`config.mk`:
```
export PLATFORM = sky130hd
export DESIGN_NAME = irq_pend_track
export DESIGN_NICKNAME = d
export VERILOG_FILES = /design/src/rtl/irq_pend_pkg.sv /design/src/rtl/irq_edge_det.sv /design/src/rtl/irq_pend_latch.sv /design/src/rtl/irq_cfg_port.sv /design/src/rtl/irq_pend_track.sv
export SDC_FILE = /design/constraint.sdc
export NUM_CORES = 1
export LEC_CHECK = 0
export BUFFER_PORTS_ARGS = -buffer_cell sky130_fd_sc_hd__buf_2
export CAP_MARGIN = 30
export CORE_MARGIN = 2
export CORE_UTILIZATION = 30
export CTS_CLUSTER_DIAMETER = 50
export DETAILED_ROUTE_END_ITERATION = 8
export SYNTH_ARGS = -nofsm -noshare
export SYNTH_HDL_FRONTEND = slang
export SYNTH_SLANG_ARGS = --single-unit
```
`constraint.sdc`:
```
create_clock -name clk -period 0.9 [get_ports clk]
set_input_delay 0 -clock clk [delete_from_list [all_inputs] [get_ports clk]]
set_output_delay 0 -clock clk [all_outputs]
set_load 0.02 [all_outputs]
```
`src/rtl/irq_pend_pkg.sv`:
```
package irq_pend_pkg;
  localparam int NLINES = 32;
  localparam int HALF   = NLINES / 2;
  localparam int IDW    = $clog2(NLINES);
  localparam int CFGW   = 2 * HALF;
  localparam logic [NLINES-1:0] EDGE_RST = {{HALF{1'b0}}, {HALF{1'b1}}};

  function automatic logic [CFGW-1:0] cfg_pack(input logic [HALF-1:0] flags);
    logic [CFGW-1:0] w;
    w = '0;
    for (int n = 0; n < HALF; n++) w[2*n+1] = flags[n];
    return w;
  endfunction

  function automatic logic [HALF-1:0] cfg_unpack(input logic [CFGW-1:0] w);
    logic [HALF-1:0] f;
    for (int n = 0; n < HALF; n++) f[n] = w[2*n+1];
    return f;
  endfunction
endpackage

```
`src/rtl/irq_edge_det.sv`:
```
module irq_edge_det #(
  parameter int N = 32
) (
  input  logic         clk,
  input  logic         rst_n,
  input  logic [N-1:0] line_lvl,
  input  logic [N-1:0] edge_cfg,
  output logic [N-1:0] edge_rise
);
  logic [N-1:0] lvl_q;

  always_ff @(posedge clk or negedge rst_n) begin
    if (!rst_n) lvl_q <= '0;
    else        lvl_q <= line_lvl;
  end

  // only a change against the stored level counts; edge lines only
  assign edge_rise = line_lvl & ~lvl_q & edge_cfg;
endmodule

```
`src/rtl/irq_pend_latch.sv`:
```
module irq_pend_latch #(
  parameter int N   = 32,
  parameter int IDW = 5
) (
  input  logic           clk,
  input  logic           rst_n,
  input  logic [N-1:0]   edge_rise,
  input  logic [N-1:0]   grp_mask,
  input  logic           sw_set,
  input  logic           sw_clr,
  input  logic [N-1:0]   sw_data,
  input  logic           ack_vld,
  input  logic [IDW-1:0] ack_id,
  output logic [N-1:0]   latch_q
);
  logic [N-1:0] set_vec, clr_vec, ack_vec;

  always_comb begin
    ack_vec = '0;
    if (ack_vld) ack_vec[ack_id] = 1'b1;
  end

  assign set_vec = edge_rise | ({N{sw_set}} & sw_data & grp_mask);
  assign clr_vec = ack_vec   | ({N{sw_clr}} & sw_data & grp_mask);

  always_ff @(posedge clk or negedge rst_n) begin
    if (!rst_n) latch_q <= '0;
    else        latch_q <= (latch_q | set_vec) & ~clr_vec;
  end
endmodule

```
`src/rtl/irq_cfg_port.sv`:
```
module irq_cfg_port
  import irq_pend_pkg::*;
(
  input  logic              clk,
  input  logic              rst_n,
  input  logic [NLINES-1:0] grp_mask,
  input  logic              cfg_wr,
  input  logic              cfg_sel,
  input  logic [CFGW-1:0]   cfg_wdata,
  output logic [CFGW-1:0]   cfg_rdata,
  output logic [NLINES-1:0] edge_cfg
);
  logic [HALF-1:0] hi_q;
  logic [HALF-1:0] hi_new, hi_msk;

  assign hi_new = cfg_unpack(cfg_wdata);
  assign hi_msk = grp_mask[NLINES-1:HALF];

  always_ff @(posedge clk or negedge rst_n) begin
    if (!rst_n)
      hi_q <= EDGE_RST[NLINES-1:HALF];
    else if (cfg_wr && cfg_sel)
      hi_q <= (hi_q & ~hi_msk) | (hi_new & hi_msk);
  end

  // lower half is fixed at its reset value; writes to it are dropped
  assign edge_cfg = {hi_q, EDGE_RST[HALF-1:0]};

  assign cfg_rdata = cfg_sel ? cfg_pack(hi_q & hi_msk)
                             : cfg_pack(EDGE_RST[HALF-1:0] & grp_mask[HALF-1:0]);
endmodule

```
`src/rtl/irq_pend_track.sv`:
```
module irq_pend_track
  import irq_pend_pkg::*;
(
  input  logic              clk,
  input  logic              rst_n,
  input  logic [NLINES-1:0] line_lvl,
  input  logic [NLINES-1:0] grp_mask,
  input  logic              sw_set,
  input  logic              sw_clr,
  input  logic [NLINES-1:0] sw_data,
  input  logic              ack_vld,
  input  logic [IDW-1:0]    ack_id,
  input  logic              cfg_wr,
  input  logic              cfg_sel,
  input  logic [CFGW-1:0]   cfg_wdata,
  output logic [CFGW-1:0]   cfg_rdata,
  output logic [NLINES-1:0] edge_cfg,
  output logic [NLINES-1:0] pend_eff,
  output logic [NLINES-1:0] pend_view
);
  logic [NLINES-1:0] edge_rise;
  logic [NLINES-1:0] latch_q;

  irq_cfg_port u_cfg (
    .clk(clk), .rst_n(rst_n), .grp_mask(grp_mask),
    .cfg_wr(cfg_wr), .cfg_sel(cfg_sel), .cfg_wdata(cfg_wdata),
    .cfg_rdata(cfg_rdata), .edge_cfg(edge_cfg)
  );

  irq_edge_det #(.N(NLINES)) u_edge (
    .clk(clk), .rst_n(rst_n), .line_lvl(line_lvl),
    .edge_cfg(edge_cfg), .edge_rise(edge_rise)
  );

  irq_pend_latch #(.N(NLINES), .IDW(IDW)) u_latch (
    .clk(clk), .rst_n(rst_n), .edge_rise(edge_rise), .grp_mask(grp_mask),
    .sw_set(sw_set), .sw_clr(sw_clr), .sw_data(sw_data),
    .ack_vld(ack_vld), .ack_id(ack_id), .latch_q(latch_q)
  );

  assign pend_eff  = latch_q | (line_lvl & ~edge_cfg);
  assign pend_view = pend_eff & grp_mask;
endmodule

```
==> reports/qor.csv, run 1 <==
stage,metric,value,unit
drt,Max Used Layer,met4,
global_route,grt total ovfl,0,
drt,vias per cell,4.88,
global_route,first-pass GRT wire length,25300,µm
job,max-capacitance violation count,0,
placement,PortBufs,219,
layout,Finished Layout Cells,1007,
sta,Setup TNS Final,-20.75,ns
sta,worst rel slew slack,58.8,%
floorplanning,Die Y,124,µm
critical_path,Worst Setup Start Kind,flop,
sta,RSZ-0062 raised after global routing,yes,
drt,Routed WL,17900,µm
layout,Layout fillers,1111,
cts,clock sink total,80,
sta,"Min Clock Period, post-route",1.24,ns
placement,Placed Instances,836,
sta,Worst Skew,0.00462,ns
placement,post-detail-place hpwl,10500,µm
drt,vias post-DR,4911,
sta,worst setup margin,-0.337,ns
power,pwr dens,1700,mW/mm²
synth,cell taking the most area after synthesis,dfrtp_1,
synth,share of the synthesized area in the top cell type,46.3,%
cts,"Clk pin slew, worst setup/hold paths",0.06,ns
cts,TritonCTS clock tree,yes,
critical_path,reg2reg setup slack,-0.16,ns
synth,post-synthesis sequential area ratio,46.3,%
layout,final core utilization,60.3,%
cts,worst skew pair latency,0.33,ns
drt,Routed met2 length,9530,µm
drt,drt pass-1 iters,4,
synth,count of different cell masters after synthesis,27,
synth,Synth Flop Type,dfrtp_1,
drt,DR DRC count,0,
cts,Bufs on Longest Clock Path,2,
drt,ANT nets after route,0,
floorplanning,Core Area,0.0140,mm²
drt,metal1 wirelength,6870,µm
critical_path,CP arrival,1.24,ns
floorplanning,Starting Density,30.9,%
drt,per-cell routed wire length,17.8,µm
drt,initial drt markers,201,
cts,CTS Buf Count,9,
critical_path,crit end category,output pin,
floorplanning,die area,0.0154,mm²
global_route,pin count of the biggest net entering global routing,47,
power,Logic pwr share,41.6,%
drt,met3 WL,1100,µm
global_route,gr usage total,21.9,%
placement,Final GP Congestion,0.764,
sta,final hold viol count,0,
synth,number of enable flip-flop cells after synthesis,0,
hold_path,Hold Crit Class,in -> reg,
layout,Final Net Count,962,
power,Leak,0.00397,µW
synth,"top cells by area, synth","dfrtp_1 (46%), buf_4 (8.7%), a311oi_1 (6.5%)",
floorplanning,Rows,43,
synth,Syn Area/Cell,9.67,µm²
run_status,outcome,"complete, but fails checks",
critical_path,critical-path maximum fanout,4,
power,maximum vdd ir drop,0.939,mV
global_route,number of global-route vias before repair,4991,
cts,# H-tree levels,3,
layout,P&R area growth vs syn,95.2,%
synth,"flops & latches, synth",80,
sta,Worst-Margin Slew,0.618,ns
power,Psw,4490,µW
floorplanning,DIE WIDTH,124,µm
layout,layout cells sized above 1,53.6,%
sta,fmax,809,MHz
floorplanning,IO Pins,268,
power,PnR Total Power,14300,µW
sta,final-report setup violation count,121,
cts,CTS root buffer,clkbuf_16,
synth,Ys Warns,0,
global_route,initial antenna violation count,0,
sta,hold_ws,0.0224,ns
power,Clock power frac,27.1,%
sta,Final Cycle Share,137,%
power,sequential share of power,31.3,%
synth,Netlist Area Pre-Place,0.00432,mm²
layout,ant diodes,0,
power,internal power,9820,µW
critical_path,WP data required,0.90,ns
critical_path,type of the worst setup path,reg -> out,
power,sw frac,31.4,%
sta,"Slew Viols, Final",0,
synth,Gate Count Post-Synth,447,
synth,asr flop ratio synth,100,%
run_status,failing checks,setup timing,
[cells in the mapped netlist (2+ instances only)]
master    count
mux2_2        6
nor2_1       16
o21ai_0      32
buf_2         2
and3_1        4
buf_4        50
nand3_1      34
inv_1        32
nor2b_1      16
dfrtp_1      80
conb_1        2
nand3b_1     17
mux2_4       10
a21oi_1      12
clkbuf_1      6
nand2_1      20
nand2b_1      4
or3b_2        2
and2_1       33
a311oi_1     32
a21o_1       16
a31oi_1      16
[layout by cell type, fill, tap and decap left out, drive strengths merged, types with 14 or more instances in the layout]
cell type	netlist	routed
clkbuf	7	14
mux2	16	16
inv	32	32
nand3b	17	17
a311oi	32	32
nand2	20	20
nand3	34	34
dlygate4sd3	0	99
and2	33	33
nor2b	16	16
a21o	16	16
dfrtp	80	80
buf	53	295
a31oi	16	16
nor2	16	16
conb	2	32
o21ai	32	32
[power by group through the flow]
stage          clock network, µW  logic (µW)  registers (µW)
6_report                    3880        5950            4470
5_1_grt                     4170        6290            4510
2_1_floorplan                  0        2090            4570
3_3_place_gp                   0        3340            4470
3_5_place_dp                   0        3380            4490
4_1_cts                     4010        5190            4410
[metrics by stage]
| step | cell area, µm² | worst slack [ns] |
|---|---|---|
| CTS | 7940 | -0.332 |
| global route | 8430 | -0.378 |
| global placement | 5630 | -0.237 |
| detailed placement | 5630 | -0.245 |
| floorplan | 4490 | -0.0387 |
| finish | 8430 | -0.337 |
[cell type report]
cell class	count	area [µm²]	share of cell area, %
Clock inverter	2	35.0	0.415
Tap cell	180	225	2.67
Sequential cell	80	2020	24.0
Inverter	32	120	1.42
Clock buffer	14	284	3.37
Timing Repair Buffer	394	3500	41.5
Multi-Input combinational cell	305	2240	26.6
[layer usage]
layer / vias up / global-route usage [%]
met1: 2387 / 25.2
met2: 230 / 40.3
met5: - / 0
met3: 36 / 3.85
li1: 2258 / -
met4: 0 / 8.57
[cells by family (layout without fill, tap and decap cells)]
kind of cell,Yosys count,in the layout,synth area share (%)
other,2,32,0.174
DFF,80,80,46.3
AOI/OAI and AO/OA,108,108,16.7
muxes,16,16,5.04
and+or+nand+nor,149,149,19.2
buffers and inverters,92,442,12.6
[worst max-delay path: stages, from the launching register on]
cell	delay (ns)
dfrtp_2	0.40
inv_2	0.04
a21o_1	0.20
and2_4	0.14
buf_6	0.12
[path summary, 6_finish.rpt]
kind                                   from                  end  cells after the start
max                                    flop        pend_view[22]                      4
min                            grp_mask[24]  u_latch.latch_q[24]                      4
max reg2reg                            flop  u_latch.latch_q[27]                      5
min reg2reg                u_edge.lvl_q[26]  u_latch.latch_q[26]                      2
max in group asynchronous             rst_n            async pin                      3
min in group asynchronous             rst_n            async pin                      3
[what timing repair did]
action	in CTS	in global routing
pin swaps	45	49
buffers inserted	35	27
gates resized for setup	240	103
gates cloned	0	0
hold endpoints to repair	159	0
setup endpoints to repair	97	132
hold buffers	99	0
(Power assumes the default switching activity.)
==> run 2, diff against run 1 <==
--- a/config.mk
+++ b/config.mk
@@ -11,6 +11,7 @@
 export CORE_UTILIZATION = 30
 export CTS_CLUSTER_DIAMETER = 50
 export DETAILED_ROUTE_END_ITERATION = 8
+export SETUP_SLACK_MARGIN = 0.15
 export SYNTH_ARGS = -nofsm -noshare
 export SYNTH_HDL_FRONTEND = slang
 export SYNTH_SLANG_ARGS = --single-unit
==> run 2 against run 1 <==
The flow still finishes with violations (setup timing). Setup slack worse by 0.025 ns. Via count is 1.4% higher. Cell area is 2.2% higher. Die area stayed put. Sequential share of layout area is 0.52 points lower. Global-route usage is 0.19 points higher. Clock-buffer cell count is 1 lower. Core utilization is 1.3 points higher. Clock power is 2% lower. Worst hold slack better by 0.0056 ns. Power is 1.9% higher. Largest power group unchanged. Highest routed layer unchanged.
==> reports/qor.csv, run 2 (synthesis gave the netlist of run 1 again) <==
stage,metric,value,unit
sta,"Slew Viols, Final",0,
global_route,pin count of the biggest net entering global routing,41,
critical_path,WP data required,0.90,ns
power,Leak,0.00407,µW
layout,P&R area growth vs syn,99.4,%
critical_path,critical-path maximum fanout,3,
layout,"commonest non-fill, non-tap cell in the layout",buf_6,
layout,most frequent cells in the layout,"buf_6 (158), buf_2 (122), dlygate4sd3_1 (97)",
hold_path,worst hold start,sw_data[16],
global_route,grt total ovfl,0,
sta,Final Cycle Share,140,%
cts,# H-tree levels,3,
floorplanning,Die Y,124,µm
floorplanning,Core Area,0.0140,mm²
floorplanning,IO Pins,268,
sta,RSZ-0062 raised after global routing,yes,
critical_path,Worst Setup Start Kind,flop,
drt,drt pass-1 iters,4,
sta,final-report setup violation count,130,
placement,pre-CTS WS,-0.203,ns
critical_path,crit end category,output pin,
layout,Final Net Count,978,
critical_path,Top Family by Delay on Critical Path,flip-flops,
placement,PortBufs,219,
hold_path,Hold Crit Class,in -> reg,
drt,Routed WL,18300,µm
sta,fmax,793,MHz
placement,Placed Instances,840,
drt,DR DRC count,0,
global_route,gr usage total,22.1,%
layout,Sequential cell area,0.00202,mm²
hold_path,Hold Path Sink,u_latch.latch_q[16],
floorplanning,Starting Density,30.9,%
critical_path,reg2reg setup slack,-0.23,ns
cts,TritonCTS clock tree,yes,
floorplanning,Rows,43,
cts,Bufs on Longest Clock Path,2,
drt,ANT nets after route,0,
sta,"Min Clock Period, post-route",1.26,ns
critical_path,CP arrival,1.26,ns
sta,Worst Skew,0.00486,ns
critical_path,reg2reg path depth,4,
critical_path,"Largest stage delay, worst path",0.44,ns
cts,CTS root buffer,clkbuf_16,
placement,post-detail-place hpwl,10400,µm
layout,final core utilization,61.6,%
global_route,first-pass GRT wire length,25600,µm
run_status,outcome,"complete, but fails checks",
cts,clock sink total,80,
global_route,number of global-route vias before repair,5053,
layout,ant diodes,0,
placement,Final GP Congestion,0.823,
layout,Multi-input gate area,0.00228,mm²
hold_path,Hold Crit Depth,3,
global_route,initial antenna violation count,0,
power,pwr dens,1690,mW/mm²
drt,per-cell routed wire length,17.9,µm
cts,"Clk pin slew, worst setup/hold paths",0.06,ns
job,max-capacitance violation count,0,
cts,worst skew pair latency,0.35,ns
sta,final hold viol count,0,
drt,vias per cell,4.87,
critical_path,Crit path buffers/inverters,2,
critical_path,CP Cell Sequence,inv_2 > a21o_1 > and2_4 > buf_6,
layout,Finished Layout Cells,1023,
drt,vias post-DR,4981,
sta,worst setup margin,-0.362,ns
critical_path,CP max stage cell,dfrtp_2,
floorplanning,DIE WIDTH,124,µm
layout,layout cells sized above 1,55.4,%
run_status,failing checks,setup timing,
drt,initial drt markers,241,
layout,Layout fillers,1078,
power,maximum vdd ir drop,1.06,mV
critical_path,type of the worst setup path,reg -> out,
floorplanning,die area,0.0154,mm²
cts,CTS Buf Count,9,
## run 2: cell types whose count changed in the layout (fill, tap and decap cells not counted), sizes merged
| cell | change |
|---|---|
| buf | +18 |
| clkbuf | -1 |
| clkinv | +1 |
| dlygate4sd3 | -2 |
## run 2: layout make-up
| type | instances | area share [%] |
|---|---|---|
| repair buffers | 410 | 42.6 |
| clock inverters | 3 | 0.465 |
| multi-input cells | 305 | 26.4 |
| flip-flops and latches | 80 | 23.5 |
| clock buffers | 13 | 3.02 |
| inverters | 32 | 1.39 |
| well taps | 180 | 2.61 |
## run 2: power by group
group	leakage [µW]	internal (µW)	switching, µW
clock network	0.000150	2290	1500
registers	0.000899	4070	365
logic	0.00303	3560	2780
## run 2: through the flow
stage / instance area, µm² / TNS [ns] / power (µW) / hold slack (ns)
after floorplan: 4570 / -0.577 / 6710 / -0.296
after global placement: 5690 / -3.70 / 7870 / 0.00419
after detailed placement: 5690 / -4.45 / 7930 / 0.00160
after CTS: 8090 / -19.21 / 13700 / 0.00752
after global routing: 8620 / -27.83 / 15200 / 0.0237
final: 8620 / -23.61 / 14600 / 0.0281
## run 2: worst min-delay path: stages
cell and delay [ns]:
buf_2 0.11, nand3_1 0.08, and3_1 0.15
## run 2: worst max path at each step
stage / start / to / slack (ns) / cells past startpoint
2_1_floorplan: flop / pend_view[28] / -0.04 / 3
3_3_place_gp: ack_id[1] / u_latch.latch_q[28] / -0.18 / 5
3_5_place_dp: ack_id[1] / u_latch.latch_q[28] / -0.20 / 5
4_1_cts: flop / pend_view[26] / -0.34 / 4
5_1_grt: flop / pend_view[26] / -0.40 / 4
6_report: flop / pend_view[26] / -0.36 / 4
## run 2: repair_timing
item / 4_1_cts / 5_1_grt
hold buffers: 97 / 0
buffers inserted: 38 / 32
endpoints found under the hold margin: 159 / 0
gates resized for setup: 261 / 82
endpoints found under the setup margin: 134 / 144
pin swaps: 41 / 38
## run 2: layer usage
metal	vias up	routed length (µm)	share of wire, %	GRT usage [%]
met5	-	0	0	0
met3	26	1270	6.9	4.76
met2	223	9830	54	40.4
met4	0	338	1.8	8.85
li1	2279	-	-	-
met1	2453	6870	38	25.0
==> run 3, diff against run 2 <==
--- a/config.mk
+++ b/config.mk
@@ -11,6 +11,7 @@
 export CORE_UTILIZATION = 30
 export CTS_CLUSTER_DIAMETER = 50
 export DETAILED_ROUTE_END_ITERATION = 8
+export RECOVER_POWER = 100
 export SETUP_SLACK_MARGIN = 0.15
 export SYNTH_ARGS = -nofsm -noshare
 export SYNTH_HDL_FRONTEND = slang
==> run 3 against run 2 <==
The run still ends with setup timing left. Clock-buffer cell count did not move. Critical endpoint unchanged. Combinational power down 0.6%. Register-to-register slack barely moved. Worst hold slack worse by 0.0044 ns. Largest power group unchanged. Routed wire length is 0.23% higher. Via count grew 0.46%. Sequential cell count stayed put. Non-clock buffer count unchanged. Critical path type unchanged. Core utilization shrank 0.44 points. Die area stayed put.
==> reports/qor.csv, run 3 (synthesis gave the netlist of run 1 again) <==
stage,metric,value,unit
run_status,outcome,"complete, but fails checks",
run_status,failing checks,setup timing,
global_route,first-pass GRT wire length,25600,µm
sta,worst setup margin,-0.361,ns
global_route,grt total ovfl,0,
sta,Worst Skew,0.00537,ns
floorplanning,Starting Density,30.9,%
placement,post-detail-place hpwl,10400,µm
critical_path,CP arrival,1.26,ns
drt,initial drt markers,219,
critical_path,crit end category,output pin,
sta,"Slew Viols, Final",0,
floorplanning,Die Y,124,µm
layout,Final Net Count,978,
sta,Worst-Margin Slew,0.604,ns
drt,ANT nets after route,0,
global_route,number of global-route vias before repair,5053,
drt,DR DRC count,0,
layout,ant diodes,0,
sta,worst rel slew slack,59.8,%
layout,Layout fillers,1098,
drt,per-cell routed wire length,17.9,µm
global_route,GR met2 Demand/Resource,40.4,%
global_route,initial antenna violation count,0,
hold_path,worst hold start,grp_mask[22],
power,sw frac,32.0,%
cts,worst skew pair latency,0.35,ns
layout,Finished Layout Cells,1023,
sta,RSZ-0062 raised after global routing,yes,
cts,CTS root buffer,clkbuf_16,
global_route,met3 usage,4.76,%
sta,"Min Clock Period, post-route",1.26,ns
sta,hold_ws,0.0237,ns
power,Clock power frac,26.1,%
sta,Final Cycle Share,140,%
hold_path,Hold Crit Class,in -> reg,
power,Psw,4650,µW
critical_path,type of the worst setup path,reg -> out,
floorplanning,DIE WIDTH,124,µm
critical_path,WP data required,0.90,ns
placement,PortBufs,219,
power,sequential share of power,30.5,%
global_route,pin count of the biggest net entering global routing,41,
floorplanning,Core Area,0.0140,mm²
cts,Bufs on Longest Clock Path,2,
global_route,gr usage total,22.1,%
drt,drt pass-1 iters,5,
power,internal power,9890,µW
power,PnR Total Power,14500,µW
power,Leak,0.00401,µW
sta,final-report setup violation count,131,
placement,dpl cell area,0.00569,mm²
drt,Routed WL,18400,µm
global_route,grt met1 use,25.0,%
sta,fmax,793,MHz
layout,P&R area growth vs syn,98.0,%
sta,Setup TNS Final,-23.64,ns
floorplanning,IO Pins,268,
layout,"commonest non-fill, non-tap cell in the layout",buf_6,
job,max-capacitance violation count,0,
cts,CTS Buf Count,9,
cts,"Clk pin slew, worst setup/hold paths",0.06,ns
placement,Placed Instances,840,
drt,vias per cell,4.89,
power,Logic pwr share,43.4,%
floorplanning,Rows,43,
power,maximum vdd ir drop,1.07,mV
power,pwr dens,1700,mW/mm²
critical_path,Worst Setup Start Kind,flop,
layout,layout cells sized above 1,53.3,%
sta,final hold viol count,0,
cts,TritonCTS clock tree,yes,
drt,vias post-DR,5004,
placement,Final GP Congestion,0.823,
layout,most frequent cells in the layout,"buf_6 (157), buf_2 (106), dlygate4sd3_1 (97)",
floorplanning,die area,0.0154,mm²
cts,# H-tree levels,3,
layout,Finished Cell Area,0.00856,mm²
global_route,busiest grt layer,met2,
cts,clock sink total,80,
critical_path,critical-path maximum fanout,3,
## run 3: cell count changes in the layout (fill, tap and decap cells not counted)
cell and change:
a311oi_2 -1, clkbuf_1 +17, clkbuf_2 +1, buf_12 -2
clkbuf_4 +2, buf_4 -1, buf_2 -16, a311oi_1 +1
buf_6 -1
## run 3: final cells by class
class | count | area [µm²] | area share [%]
Multi-Input combinational cell | 305 | 2270 | 26.6
Sequential cell | 80 | 2020 | 23.6
Clock inverter | 3 | 40.0 | 0.468
Timing Repair Buffer | 410 | 3620 | 42.3
Clock buffer | 13 | 260 | 3.04
Inverter | 32 | 120 | 1.40
Tap cell | 180 | 225 | 2.63
## run 3: per-layer routing
| metal | vias up | wire (µm) | part of all wire (%) |
|---|---|---|---|
| met1 | 2480 | 6880 | 37 |
| li1 | 2280 | - | - |
| met4 | 0 | 339 | 1.8 |
| met2 | 219 | 9870 | 54 |
| met3 | 25 | 1270 | 6.9 |
| met5 | - | 0 | 0 |
## run 3: critical path: stages (launching register included)
cell     delay (ns)
dfrtp_2        0.44
inv_2          0.06
a21o_1         0.15
and2_4         0.16
buf_6          0.11
## run 3: path summary, 6_finish.rpt
check                                 endpoint  slack [ns]  cells after the start
setup / recovery                 pend_view[26]       -0.36                      4
hold / removal             u_latch.latch_q[22]        0.02                      4
setup reg to reg                          flop       -0.24                      4
hold reg to reg            u_latch.latch_q[28]        0.50                      2
max in group asynchronous            async pin        0.10                      3
min in group asynchronous            async pin        0.33                      3
## run 3: power groups by stage
stage | Clock, µW | Sequential, µW | Combinational [µW]
after CTS | 3880 | 4390 | 5460
after global routing | 4060 | 4470 | 6650
after global placement | 0 | 4470 | 3390
after floorplan | 0 | 4570 | 2140
after detailed placement | 0 | 4490 | 3440
final | 3800 | 4430 | 6300
## run 3: per-stage QoR
step | util, % | setup slack [ns]
after CTS | 57.8 | -0.343
after global routing | 61.2 | -0.405
final | 61.2 | -0.361
after floorplan | - | -0.0387
after detailed placement | 40.7 | -0.203
after global placement | 40.7 | -0.178
## run 3: repair_timing
action / 4_1_cts / 5_1_grt
pin swaps: 41 / 38
hold buffers: 97 / 0
hold endpoints to repair: 159 / 0
setup buffers: 38 / 32
resized for setup: 261 / 82
setup endpoints to repair: 134 / 144
